<file path="src/rtl/chop_blank_pkg.sv">
package chop_blank_pkg;

    typedef struct packed {
        logic trip;
        logic held;
    } qual_state_t;

    function automatic logic below_thirty_pct(input int unsigned mag,
                                              input int unsigned full_scale);
        return (mag * 10) < (full_scale * 3);
    endfunction

endpackage

</file>
<file path="src/rtl/chop_step_level.sv">
module chop_step_level #(
    parameter int STEP_W     = 8,
    parameter int FULL_SCALE = 255
) (
    input  logic [STEP_W-1:0] step_mag_i,
    output logic              low_o
);
    import chop_blank_pkg::*;

    localparam int PAD_W = 32 - STEP_W;

    always_comb begin
        low_o = below_thirty_pct({{PAD_W{1'b0}}, step_mag_i}, FULL_SCALE);
    end

endmodule

</file>
<file path="src/rtl/chop_blank_window.sv">
module chop_blank_window #(
    parameter int CNT_W = 8
) (
    input  logic             clk,
    input  logic             rst_n,
    input  logic             load_i,
    input  logic [CNT_W-1:0] len_i,
    output logic             active_o
);
    localparam logic [CNT_W-1:0] ONE = CNT_W'(1);

    typedef struct packed {
        logic [CNT_W-1:0] rem;
    } win_state_t;

    win_state_t st_d, st_q;

    always_comb begin
        st_d = st_q;
        if (load_i) begin
            st_d.rem = len_i;
        end else if (st_q.rem != '0) begin
            st_d.rem = st_q.rem - ONE;
        end
    end

    always_ff @(posedge clk or negedge rst_n) begin
        if (!rst_n) st_q <= '0;
        else        st_q <= st_d;
    end

    assign active_o = (st_q.rem != '0);

    // a strobe loads the full requested length
    p_load_len_r7: assert property (@(posedge clk) disable iff (!rst_n)
        load_i |=> (st_q.rem == $past(len_i)));

    // without a strobe the window shrinks by exactly one per cycle
    p_count_down_r1: assert property (@(posedge clk) disable iff (!rst_n)
        (!load_i && st_q.rem != '0) |=> (st_q.rem == $past(st_q.rem) - ONE));

endmodule

</file>
<file path="src/rtl/chop_trip_qual.sv">
module chop_trip_qual (
    input  logic clk,
    input  logic rst_n,
    input  logic mask_i,
    input  logic trip_raw_i,
    output logic trip_o
);
    import chop_blank_pkg::*;

    qual_state_t st_d, st_q;

    always_comb begin
        st_d      = st_q;
        st_d.trip = !mask_i && trip_raw_i && !st_q.held;
        st_d.held = !mask_i && trip_raw_i;
    end

    always_ff @(posedge clk or negedge rst_n) begin
        if (!rst_n) st_q <= '0;
        else        st_q <= st_d;
    end

    assign trip_o = st_q.trip;

    // the qualified trip lasts one cycle
    p_single_pulse_r8: assert property (@(posedge clk) disable iff (!rst_n)
        trip_o |=> !trip_o);

endmodule

</file>
<file path="src/rtl/chop_blank_timer.sv">
module chop_blank_timer #(
    parameter int CNT_W      = 8,
    parameter int STEP_W     = 8,
    parameter int FULL_SCALE = 255
) (
    input  logic              clk,
    input  logic              rst_n,
    input  logic              on_start_i,
    input  logic              fast_start_i,
    input  logic              auto_decay_i,
    input  logic              trip_raw_i,
    input  logic [CNT_W-1:0]  blank_cnt_i,
    input  logic              adapt_en_i,
    input  logic [STEP_W-1:0] step_mag_i,
    output logic              trip_o,
    output logic              blank_o
);
    logic             low_step;
    logic             strobe;
    logic             mask;
    logic [CNT_W-1:0] len_sel;

    chop_step_level #(
        .STEP_W     (STEP_W),
        .FULL_SCALE (FULL_SCALE)
    ) i_level (
        .step_mag_i (step_mag_i),
        .low_o      (low_step)
    );

    always_comb begin
        strobe  = on_start_i || (fast_start_i && auto_decay_i);
        len_sel = (adapt_en_i && low_step) ? (blank_cnt_i >> 1) : blank_cnt_i;
        mask    = blank_o || strobe;
    end

    chop_blank_window #(
        .CNT_W (CNT_W)
    ) i_window (
        .clk      (clk),
        .rst_n    (rst_n),
        .load_i   (strobe),
        .len_i    (len_sel),
        .active_o (blank_o)
    );

    chop_trip_qual i_qual (
        .clk        (clk),
        .rst_n      (rst_n),
        .mask_i     (mask),
        .trip_raw_i (trip_raw_i),
        .trip_o     (trip_o)
    );

    // no qualified trip after a masked cycle
    p_trip_masked_r2: assert property (@(posedge clk) disable iff (!rst_n)
        (blank_o || on_start_i || (fast_start_i && auto_decay_i)) |=> !trip_o);

    // an adaptive strobe at a low step gives a halved window
    p_halved_len_r4: assert property (@(posedge clk) disable iff (!rst_n)
        (on_start_i && adapt_en_i && low_step)
            |=> (blank_o == ($past(blank_cnt_i >> 1) != '0)));

    // a fast-decay strobe without automatic decay starts nothing
    p_fast_ignored_r5: assert property (@(posedge clk) disable iff (!rst_n)
        (fast_start_i && !auto_decay_i && !on_start_i && !blank_o) |=> !blank_o);

endmodule

</file>
<file path="config.mk">
export PLATFORM = sky130hd
export DESIGN_NAME = chop_blank_timer
export DESIGN_NICKNAME = d
export VERILOG_FILES = /design/src/rtl/chop_blank_pkg.sv /design/src/rtl/chop_step_level.sv /design/src/rtl/chop_blank_window.sv /design/src/rtl/chop_trip_qual.sv /design/src/rtl/chop_blank_timer.sv
export SDC_FILE = /design/constraint.sdc
export NUM_CORES = 1
export LEC_CHECK = 0
export BUFFER_PORTS_ARGS = -buffer_cell sky130_fd_sc_hd__buf_2
export CAP_MARGIN = 20
export CORE_MARGIN = 5
export CORE_UTILIZATION = 57
export CTS_CLUSTER_DIAMETER = 50
export DETAILED_ROUTE_END_ITERATION = 8
export HOLD_SLACK_MARGIN = 0.12
export PLACE_DENSITY = 0.91
export SETUP_SLACK_MARGIN = 0.5
export SKIP_CTS_REPAIR_TIMING = 1
export SLEW_MARGIN = 5
export SYNTH_ARGS = -nofsm -noshare
export SYNTH_HDL_FRONTEND = slang
export SYNTH_SLANG_ARGS = --single-unit
export TNS_END_PERCENT = 20
</file>
<file path="constraint.sdc">
create_clock -name clk -period 4.25 [get_ports clk]
set_input_delay 0.425 -clock clk [delete_from_list [all_inputs] [get_ports clk]]
set_output_delay 0.425 -clock clk [all_outputs]
set_load 0.02 [all_outputs]
</file>
==> results of run 1 <==
==> power by group through the flow <==
| stage | Clock [mW] | Combinational (mW) | Sequential (mW) |
|---|---|---|---|
| floorplan | 0 | 0.121 | 0.122 |
| global placement | 0 | 0.151 | 0.125 |
| detailed placement | 0 | 0.162 | 0.126 |
| CTS | 0.0659 | 0.162 | 0.124 |
| global route | 0.0711 | 0.180 | 0.126 |
| finish | 0.0654 | 0.165 | 0.124 |
==> cell type report <==
cell class | instances | area, sq um
multi-input combinational | 95 | 782.0
fill | 148 | 506.7
sequential | 10 | 250.2
timing repair buffer | 25 | 130.1
tap | 25 | 31.28
clock buffer | 3 | 22.52
inverter | 6 | 22.52
==> cells in the mapped netlist (2+ instances only) <==
library cell and count:
a211oi_2 2, a21o_1 2, a21oi_1 4, a31oi_1 6, clkbuf_1 2, dfrtp_1 10
ha_1 13, inv_1 6, mux2i_1 2, nand2_1 3, nand3_1 2, nand4_1 7
nor2_1 6, nor3_1 5, nor3b_1 4, o211ai_1 3, o21ai_1 2, o31ai_1 5
xnor2_1 8
==> how the worst max path moves through the flow <==
| stage | startpoint | to | slack, ns | cells past startpoint |
|---|---|---|---|---|
| 2_1_floorplan | step_mag_i[1] | i_window.st_q[0]$_DFFE_PN0P_ | 1.69 | 9 |
| 4_1_cts | step_mag_i[1] | i_window.st_q[6]$_DFFE_PN0P_ | 1.59 | 10 |
| 3_3_place_gp | step_mag_i[1] | i_window.st_q[6]$_DFFE_PN0P_ | 1.48 | 10 |
| 5_1_grt | step_mag_i[1] | i_window.st_q[6]$_DFFE_PN0P_ | 1.39 | 10 |
| 6_report | step_mag_i[1] | i_window.st_q[6]$_DFFE_PN0P_ | 1.56 | 10 |
| 3_5_place_dp | step_mag_i[1] | i_window.st_q[6]$_DFFE_PN0P_ | 1.33 | 10 |
==> sequential cells by signal, indices dropped and copies added, names as in the netlist <==
| register | cells |
|---|---|
| i_qual.trip_o | 1 |
| i_qual.st_q | 1 |
| i_window.st_q | 8 |
==> metal layers <==
layer / global-route usage, % / vias up
met5: 0 / -
met4: 12.77 / 0
met3: 2.535 / 9
met2: 39.67 / 36
met1: 23.45 / 483
li1: - / 502
==> critical path, delay by kind of cell <==
family / cells / cell delay (ns)
AO/OA/AOI/OAI: 3 / 0.86
XOR/XNOR: 1 / 0.14
buffers and inverters: 1 / 0.11
adder cells (fa/ha/maj): 3 / 0.98
AND/OR/NAND/NOR: 2 / 0.34
==> metrics by stage <==
step / power [mW] / area, sq um
floorplan: 0.2435 / 1062
global placement: 0.2756 / 1206
detailed placement: 0.2872 / 1206
CTS: 0.3522 / 1229
global route: 0.3771 / 1239
finish: 0.3540 / 1239
==> kinds of logic (layout without fill, tap and decap cells) <==
kind of cell    count (synthesis)  after routing
flops                          10             10
buf+inv                         8             34
simple gates                   34             34
compound gates                 35             35
xor+xnor                        9              9
mux                             3              3
fa+ha+maj                      14             14
==> metrics.md, run 1 <==
| Metric | Value |
|---|---|
| Ys flop type | dfrtp_1 |
| Metal-1 WL | 1048 um |
| Clock slew at reported path FFs | 0.06 ns |
| CTS Sinks | 10 |
| Worst EP required | 4.44 ns |
| Drt pass-1 iters | 4 |
| Non-Filler Instances | 164 |
| Wire length on met3 | 119 um |
| Largest family of logic cells by synthesized area | compound AO/OA/AOI/OAI gates |
| Syn Area/Cell | 9.401 sq um |
| Fmax achieved | 0.3724 GHz |
| Hold Crit Endpoint | i_qual.st_q[0]$_DFF_PN0_ |
| Critical path arrival | 2.87 ns |
| Startpoint Class | primary input |
| Final nets | 178 |
| Synth top area share | 23.56% |
| # diodes | 0 |
| RR Startpoint | i_window.st_q[1]$_DFFE_PN0P_ |
| Crit path time final | 2.685 ns |
| WL met2 | 1402 um |
| Worst hold stages | 3 |
| DR vias | 1030 |
| Post-DP HPWL | 2221 um |
| CP Cell Sequence | buf_2 -> ha_1 -> ha_1 -> fa_1 -> xnor2_1 -> nor2_1 -> nand4_1 -> a211oi_2 -> o31ai_1 -> a31oi_1 |
| Starting Density | 60.86% |
| Most common cell after layout, fill and taps aside | buf_2 |
| Clk buf depth | 2 |
| Clock power frac | 18.5% |
| Endpoints failing hold | 0 |
| Register area share after synthesis | 23.56% |
| Seq pwr share | 35.1% |
| Max-cap viol count | 0 |
| Final WL | 2655 um |
| Flops & latches, synth | 10 |
| CP max FO | 7 |
| Hold_sp | trip_raw_i |
| Hold Slack | 0.3791 ns |
| Pin count of the biggest net entering global routing | 20 |
| Routed WL per cell | 16.19 um |
| Int Pwr | 0.2170 mW |
| Reg2Reg Setup Slack | 2.30 ns |
| Worst setup path class | primary input to register |
| Area share of and/or/nand/nor cells after synthesis | 18.96% |
| Layout Utilization | 70.97% |
| Slew @ Worst Pin | 0.6607 ns |
| Die area | 2827 sq um |
| Combinational power share | 46.5% |
| EDFF count, synth | 0 |
| Crit-path max cell delay | 0.51 ns |
| DRT iter0 DRCs | 20 |
| H-tree levels | 1 |
| Post-Syn Instances | 113 |
| Most frequent cells in the layout | 24 x buf_2, 13 x ha_1, 10 x dfrtp_1 |
| Crit path top cell by count | ha_1 |
| Reg-to-reg endpoint | i_qual.trip_o$_DFF_PN0_ |
| Max layer used | met4 |
| Setup crit end kind | register |
| RSZ-0062 raised after global routing | no |
| Clock Skews | 0.0006086 ns |
| Final setup fails | 0 |
| All-Layer GR Usage | 21.64% |
| Portion of netlist area occupied by mux cells | 2.945% |
| Slowest CP cell | a211oi_2 |
| Port Buffer Count | 24 |
| Asr flop ratio synth | 100.0% |
| Grt ovf | 0 |
| Setup WS post-layout | 1.565 ns |
| Hold crit path type | primary input to register |
| CTS tree | done |
| Library cells used by synthesis | 40 |
| Top cells by area, synth | dfrtp_1 24%, ha_1 15%, xnor2_1 6.6% |
| Post-synthesis compound-gate area fraction | 27.09% |
| Vias in the first global route | 1057 |
| Final Max Slew Viols | 0 |
| DR vias/cell | 6.280 |
| Total CTS buffers | 3 |
| Layout cells sized above 1 | 26.62% |
| Yosys warns | 0 |
| Global-route wire length before repair | 4526 um |
| Post-route DRC | 0 |
| Cell taking the most area after synthesis | dfrtp_1 |
| Final ANT Viol Nets | 0 |
| Adder-cell share of the synthesized area | 17.20% |
| Skew-Pair Late Insertion Delay | 0.27 ns |
| Rel. slew slack | 54.69% |
| Row count | 15 |
| Num ports | 25 |
| Die Wd | 53.17 um |
| Dpl ws | 1.328 ns |
| Setup TNS | 0 ns |
| Net switching power | 0.1370 mW |
| Pwr dens | 285.8 nW/um^2 |
| Worst R2R Path Depth | 7 |
| Initial antenna violation count | 0 |
| Sw Ratio | 38.69% |
| Syn Std Cell Area | 1062 sq um |
| Worst VDD drop | 0.0001549 V |
| Core ar. | 1745 sq um |
| Post-synth net total | 150 |
| GPL Wtd Cong | 0.8368 |
| Root Driver | clkbuf_4 |
| Final period util | 63.19% |
| Die Ht | 53.17 um |
| XOR/XNOR share of the synthesized area | 7.420% |
| Status | finished clean |
| Static Leak | 0.5223 nW |
| Placed Cells incl. Taps | 160 |
| Area grow syn2layout | 16.61% |
Power figures use the tool's default switching activity.
==> inputs of run 2 (changes only) <==
--- a/config.mk
+++ b/config.mk
@@ -8,11 +8,11 @@
 export BUFFER_PORTS_ARGS = -buffer_cell sky130_fd_sc_hd__buf_2
 export CAP_MARGIN = 20
 export CORE_MARGIN = 5
-export CORE_UTILIZATION = 57
+export CORE_UTILIZATION = 48
 export CTS_CLUSTER_DIAMETER = 50
 export DETAILED_ROUTE_END_ITERATION = 8
 export HOLD_SLACK_MARGIN = 0.12
-export PLACE_DENSITY = 0.91
+export PLACE_DENSITY = 0.82
 export SETUP_SLACK_MARGIN = 0.5
 export SKIP_CTS_REPAIR_TIMING = 1
 export SLEW_MARGIN = 5
==> constraint.sdc (replaced) <==
create_clock -name clk -period 2.3 [get_ports clk]
set_input_delay 0.23 -clock clk [delete_from_list [all_inputs] [get_ports clk]]
set_output_delay 0.23 -clock clk [all_outputs]
set_load 0.02 [all_outputs]
==> metrics.md, run 2 (same netlist as run 1, synthesis figures left out) <==
| Metric | Value |
|---|---|
| # diodes | 0 (unchanged) |
| Placed Cells incl. Taps | 172 (+7.5%) |
| Skew-Pair Late Insertion Delay | 0.25 ns (-0.02 ns) |
| Non-Filler Instances | 176 (+7.3%) |
| Final nets | 187 (+5.1%) |
| Worst hold stages | 3 (unchanged) |
| Layout Cell Area excl Fill | 1430 sq um (+15%) |
| Largest Register | i_window.st_q |
| Pin count of the biggest net entering global routing | 20 (unchanged) |
| Max reg flops | 8 (unchanged) |
| Critical path arrival | 2.38 ns (-0.49 ns) |
| Layout Utilization | 65.92% (-5.1 points) |
| Starting Density | 48.96% (-12 points) |
| Setup TNS | 0 ns (unchanged) |
| DRT iter0 DRCs | 7 (-65%) |
| Drt pass-1 iters | 4 (unchanged) |
| Max-cap viol count | 0 (unchanged) |
| Startpoint Class | primary input |
| Clock Skews | 0.004476 ns (+0.003868 ns) |
| Static Leak | 0.5798 nW (+11%) |
| Layout cells sized above 1 | 40.54% (+14 points) |
| Final period util | 96.47% |
| Worst VDD drop | 0.0002627 V (+70%) |
| Num ports | 25 (unchanged) |
| H-tree levels | 1 (unchanged) |
| Root Driver | clkbuf_4 |
| Core ar. | 2170 sq um (+24%) |
| Crit-path leading delay family | adder cells |
| Dpl ws | -0.2129 ns (-1.541 ns) |
| Crit path time final | 2.219 ns |
| CTS tree | done |
| Hold_sp | trip_raw_i |
| Initial antenna violation count | 0 (unchanged) |
| Clock slew at reported path FFs | 0.06 ns (about the same) |
| CP Cell Sequence | buf_8 -> ha_4 -> ha_4 -> fa_2 -> nand4_1 -> nor2_1 -> nand4_1 -> a211oi_4 -> o31ai_1 -> a31oi_1 |
| Routed WL per cell | 14.46 um (-11%) |
| # fillers | 193 (+30%) |
| Most common cell after layout, fill and taps aside | buf_2 |
| Reg-to-reg endpoint | i_qual.trip_o$_DFF_PN0_ |
| Final Max Slew Viols | 0 (unchanged) |
| Grt ovf | 0 (unchanged) |
| Die Ht | 57.05 um (+7.3%) |
| Hold crit path type | primary input to register |
| Reg2Reg Setup Slack | 0.60 ns (-1.70 ns) |
| Worst setup path class | primary input to register |
| Register area | 250.2 sq um (unchanged) |
| Post-route DRC | 0 (unchanged) |
| Setup WS post-layout | 0.08129 ns (-1.483 ns) |
| Clk buf depth | 2 (unchanged) |
| Fmax achieved | 0.4507 GHz |
| GPL Wtd Cong | 0.8571 (+2.4%) |
| CP max FO | 7 (unchanged) |
| Multi-input logic area | 879.6 sq um (+12%) |
| Placed inst area | 1328 sq um (+10%) |
| Status | finished clean |
| Die Wd | 57.05 um (+7.3%) |
| RSZ-0062 raised after global routing | yes |
| Hold Slack | 0.2049 ns (-0.1742 ns) |
| Final WL | 2545 um (-4.1%) |
| Post-DP HPWL | 2145 um (-3.4%) |
| DR vias | 1031 (+0.097%) |
| Slew @ Worst Pin | 0.5634 ns (-0.09728 ns) |
| Most frequent cells in the layout | 21 x buf_2, 10 x dfrtp_1, 9 x buf_4 |
| Total CTS buffers | 3 (unchanged) |
| Die area | 3254 sq um (+15%) |
| Endpoints failing hold | 0 (unchanged) |
| CTS Sinks | 10 (unchanged) |
| Area grow syn2layout | 34.63% |
| Hold Crit Endpoint | i_qual.st_q[0]$_DFF_PN0_ |
| Final ANT Viol Nets | 0 (unchanged) |
| Setup crit end kind | register |
| Worst path bufs/invs | 1 (unchanged) |
| Rel. slew slack | 62.44% (+7.7 points) |
| RR Startpoint | i_window.st_q[0]$_DFFE_PN0P_ |
| Worst R2R Path Depth | 7 (unchanged) |
| Vias in the first global route | 1061 (+0.38%) |
| Final setup fails | 0 (unchanged) |
| Pwr dens | 492.1 nW/um^2 (+72%) |
| Slowest CP cell | fa_2 |
| Row count | 17 (+2) |
| Global-route wire length before repair | 4153 um (-8.2%) |
| DR vias/cell | 5.858 (-6.7%) |
| Worst EP required | 2.46 ns (-1.98 ns) |
| Crit-path max cell delay | 0.52 ns (about the same) |
| Port Buffer Count | 24 (unchanged) |
| Total Power | 0.7038 mW (+99%) |
| All-Layer GR Usage | 15.64% (-6.0 points) |
run 2: changes by cell type in the layout (fill, tap and decap cells not counted), sizes merged:
cell | previous run | this run
buf | 24 | 33
run 2: tightest hold or removal path, stage by stage:
cell and delay (ns):
buf_2 0.09, inv_1 0.04, nor3_1 0.05
run 2: layout make-up:
| class | count | area share (%) |
|---|---|---|
| sequential | 10 | 17.50 |
| clock buffer | 3 | 1.575 |
| inverter | 6 | 1.575 |
| timing repair buffer | 34 | 15.40 |
| multi-input combinational | 95 | 61.50 |
| tap | 28 | 2.450 |
run 2: how the worst max path moves through the flow:
| stage | startpoint | endpoint | slack [ns] | cells after the start |
|---|---|---|---|---|
| 5_1_grt | step_mag_i[1] | i_window.st_q[6]$_DFFE_PN0P_ | -0.02 | 10 |
| 4_1_cts | step_mag_i[1] | i_window.st_q[0]$_DFFE_PN0P_ | 0.04 | 10 |
| 3_3_place_gp | step_mag_i[1] | i_window.st_q[2]$_DFFE_PN0P_ | -0.15 | 10 |
| 3_5_place_dp | step_mag_i[1] | i_window.st_q[0]$_DFFE_PN0P_ | -0.21 | 10 |
| 2_1_floorplan | step_mag_i[1] | i_window.st_q[3]$_DFFE_PN0P_ | 0.14 | 9 |
| 6_report | step_mag_i[1] | i_window.st_q[1]$_DFFE_PN0P_ | 0.08 | 10 |
run 2: report_power, final:
part | total (mW) | leakage, nW | switching (mW) | internal, mW
logic | 0.362 | 0.445 | 0.180 | 0.182
clock network | 0.107 | 0.0138 | 0.0468 | 0.0597
registers | 0.235 | 0.121 | 0.0322 | 0.203
run 2: layer usage:
metal / track usage (%) / share of wire (%)
met1: 16.20 / 39
met2: 30.18 / 57
met5: 0 / 0
met3: 1.357 / 3.0
met4: 8.940 / 1.4
==> inputs of run 3 (changes only) <==
--- a/config.mk
+++ b/config.mk
@@ -5,18 +5,19 @@
 export SDC_FILE = /design/constraint.sdc
 export NUM_CORES = 1
 export LEC_CHECK = 0
-export BUFFER_PORTS_ARGS = -buffer_cell sky130_fd_sc_hd__buf_2
 export CAP_MARGIN = 20
 export CORE_MARGIN = 5
-export CORE_UTILIZATION = 48
+export CORE_UTILIZATION = 56
 export CTS_CLUSTER_DIAMETER = 50
 export DETAILED_ROUTE_END_ITERATION = 8
+export DONT_BUFFER_PORTS = 1
 export HOLD_SLACK_MARGIN = 0.12
-export PLACE_DENSITY = 0.82
+export PLACE_DENSITY = 0.81
 export SETUP_SLACK_MARGIN = 0.5
 export SKIP_CTS_REPAIR_TIMING = 1
 export SLEW_MARGIN = 5
 export SYNTH_ARGS = -nofsm -noshare
 export SYNTH_HDL_FRONTEND = slang
+export SYNTH_HIERARCHICAL = 1
 export SYNTH_SLANG_ARGS = --single-unit
 export TNS_END_PERCENT = 20
==> metrics.md, run 3 <==
| Metric | Value |
|---|---|
| Status | finished clean |
| DR vias/cell | 6.000 (+2.4%) |
| Worst EP required | 2.42 ns (-0.04 ns) |
| Cell taking the most area after synthesis | dfrtp_1 |
| CTS Sinks | 10 (unchanged) |
| Clock power frac | 24.1% (+9.0 points) |
| Critical path arrival | 2.41 ns (+0.03 ns) |
| Top cells by area, synth | dfrtp_1 25%, ha_1 17%, mux2_2 7.7% |
| Routed WL per cell | 15.89 um (+9.9%) |
| Syn Area/Cell | 9.518 sq um (+1.3%) |
| Pwr dens | 540.7 nW/um^2 (+9.9%) |
| Post-route DRC | 0 (unchanged) |
| DRT iter0 DRCs | 23 (+16) |
| CTS tree | done |
| Clock slew at reported path FFs | 0.07 ns (about the same) |
| Skew-Pair Late Insertion Delay | 0.27 ns (+0.02 ns) |
| Max reg flops | 8 (unchanged) |
| Fmax achieved | 0.4367 GHz (-3.1%) |
| # diodes | 0 (unchanged) |
| Die Ht | 52.65 um (-7.7%) |
| # fillers | 142 (-26%) |
| Placed inst area | 1140 sq um (-14%) |
| Clk buf depth | 2 (unchanged) |
| Worst VDD drop | 0.0004397 V (+67%) |
| Total Power | 0.6536 mW (-7.1%) |
| Drt pass-1 iters | 4 (unchanged) |
| Most common cell after layout, fill and taps aside | ha_1 |
| Net switching power | 0.2278 mW (-12%) |
| Worst R2R Path Depth | 7 (unchanged) |
| Post-Syn Instances | 107 (-5.3%) |
| DR vias | 846 (-18%) |
| Rel. slew slack | 56.26% (-6.2 points) |
| Clock Skews | 0.006476 ns (+0.002000 ns) |
| Sw Ratio | 34.85% (-1.9 points) |
| H-tree levels | 1 (unchanged) |
| Die Wd | 52.65 um (-7.7%) |
| Syn Std Cell Area | 1018 sq um (-4.1%) |
| All-Layer GR Usage | 17.77% (+2.1 points) |
| Flops & latches, synth | 10 (unchanged) |
| Largest Register | i_window/st_q |
| Global-route wire length before repair | 3663 um (-12%) |
| RSZ-0062 raised after global routing | yes |
| Seq pwr share | 36.3% (+2.8 points) |
| Grt ovf | 0 (unchanged) |
| Startpoint Class | primary input |
| Crit path time final | 2.290 ns (+0.07123 ns) |
| Initial antenna violation count | 0 (unchanged) |
| Area grow syn2layout | 18.67% |
| Post-synth net total | 145 (-3.3%) |
| Setup crit end kind | register |
| Library cells used by synthesis | 42 (+5.0%) |
| Layout Cell Area excl Fill | 1209 sq um (-15%) |
| Setup TNS | 0 ns (unchanged) |
| Port Buffer Count | 0 (-100%) |
| Endpoints failing hold | 0 (unchanged) |
| Static Leak | 0.5087 nW (-12%) |
| Most common cell in the netlist | ha_1 |
| Root Driver | clkbuf_4 |
| Post-DP HPWL | 1842 um (-14%) |
| Register area share after synthesis | 24.57% (+1.0 points) |
| Vias in the first global route | 865 (-18%) |
| Max-cap viol count | 0 (unchanged) |
| Final Max Slew Viols | 0 (unchanged) |
| Worst setup path class | primary input to register |
| Top cells by count, synth | 14 x ha_1, 10 x dfrtp_1, 7 x mux2_2 |
| Combinational power share | 39.6% (-12 points) |
| Slew @ Worst Pin | 0.6560 ns (+0.09261 ns) |
| Asr flop ratio synth | 100.0% (unchanged) |
| Synth top area share | 24.57% (+1.0 points) |
| Num ports | 25 (unchanged) |
| Int Pwr | 0.4258 mW (-4.3%) |
| Placed Cells incl. Taps | 135 (-22%) |
| Total CTS buffers | 3 (unchanged) |
| Layout cells sized above 1 | 34.48% (-6.1 points) |
| CP max FO | 8 (+1) |
| Hold crit path type | primary input to register |
| Final ANT Viol Nets | 0 (unchanged) |
| Die area | 2772 sq um (-15%) |
| Non-Filler Instances | 141 (-20%) |
| Core ar. | 1727 sq um (-20%) |
| Worst hold stages | 3 (unchanged) |
| Final setup fails | 0 (unchanged) |
| EDFF count, synth | 0 (unchanged) |
| Ys flop type | dfrtp_1 |
| Final period util | 99.56% (+3.1 points) |
| GPL Wtd Cong | 0.8101 (-5.5%) |
| Starting Density | 58.99% (+10 points) |
| Setup WS post-layout | 0.01007 ns (-0.07123 ns) |
| Pin count of the biggest net entering global routing | 22 (+10%) |
| Final nets | 155 (-17%) |
| Dpl ws | -0.3001 ns (-0.08721 ns) |
| Row count | 15 (-2) |
| Most frequent cells in the layout | 11 x ha_1, 10 x dfrtp_1, 6 x mux2_2, 6 x buf_4, 5 x nand2_1 |
| Yosys warns | 6 (+6) |
| Final WL | 2241 um (-12%) |
[run 3: cell types whose count changed in the layout (fill, tap and decap cells not counted), sizes merged, moves of 5 or more]
cell	delta
a31oi	-5
xnor2	-5
buf	-27
nand4	-7
mux2	+6
[run 3: kinds of logic after synthesis]
kind of cell | Yosys count | synth area share [%]
flip-flops | 10 | 24.57
AND/OR/NAND/NOR | 34 | 21.26
multiplexers | 7 | 7.740
XOR/XNOR | 5 | 4.301
AO/OA/AOI/OAI | 28 | 20.02
adder cells (fa/ha/maj) | 15 | 19.16
buffers and inverters | 8 | 2.949
[run 3: through the flow]
| step | hold slack, ns | utilization (%) |
|---|---|---|
| global placement | -0.06533 | 66.01 |
| global route | 0.2340 | 70.00 |
| CTS | -0.3557 | 68.12 |
| detailed placement | -0.06533 | 66.01 |
| finish | 0.2200 | 70.00 |
| floorplan | -0.06559 | - |
[run 3: cell type report]
class | instances | area [sq um] | area share [%]
Sequential cell | 10 | 250.2 | 20.70
Tap cell | 25 | 31.28 | 2.588
Multi-Input combinational cell | 89 | 807.0 | 66.77
Clock buffer | 4 | 36.28 | 3.002
Inverter | 5 | 18.77 | 1.553
Timing Repair Buffer | 8 | 65.06 | 5.383
[run 3: worst paths after layout]
check / startpoint / to / slack (ns)
max: step_mag_i[2] / i_window/st_q[5]$_DFFE_PN0P_ / 0.01
min: blank_cnt_i[1] / i_window/st_q[0]$_DFFE_PN0P_ / 0.22
max reg2reg: i_window/st_q[0]$_DFFE_PN0P_ / i_qual/trip_o$_DFF_PN0_ / 0.41
min reg2reg: i_qual/st_q[0]$_DFF_PN0_ / i_qual/trip_o$_DFF_PN0_ / 0.42
max in group asynchronous: rst_n / i_window/st_q[1]$_DFFE_PN0P_ / 1.62
min in group asynchronous: rst_n / i_qual/st_q[0]$_DFF_PN0_ / 0.35
[run 3: per-layer routing]
metal,GRT usage [%],part of all wire (%)
met1,21.35,45
met2,29.96,45
met3,7.407,9.1
met4,2.553,0.76
met5,0,0
[run 3: power groups by stage]
stage	registers, mW	clock network [mW]	logic [mW]
2_1_floorplan	0.229	0	0.199
3_3_place_gp	0.235	0	0.233
3_5_place_dp	0.238	0	0.245
4_1_cts	0.234	0.161	0.248
5_1_grt	0.242	0.168	0.288
6_report	0.237	0.157	0.259
[run 3: critical path: stages]
cell	delay, ns
ha_1	0.32
ha_1	0.33
a211oi_2	0.25
nor3b_2	0.10
o22ai_2	0.17
xnor2_1	0.10
a211oi_2	0.23
nand2_2	0.17
mux2_2	0.31
nand2_1	0.08
o211ai_1	0.11
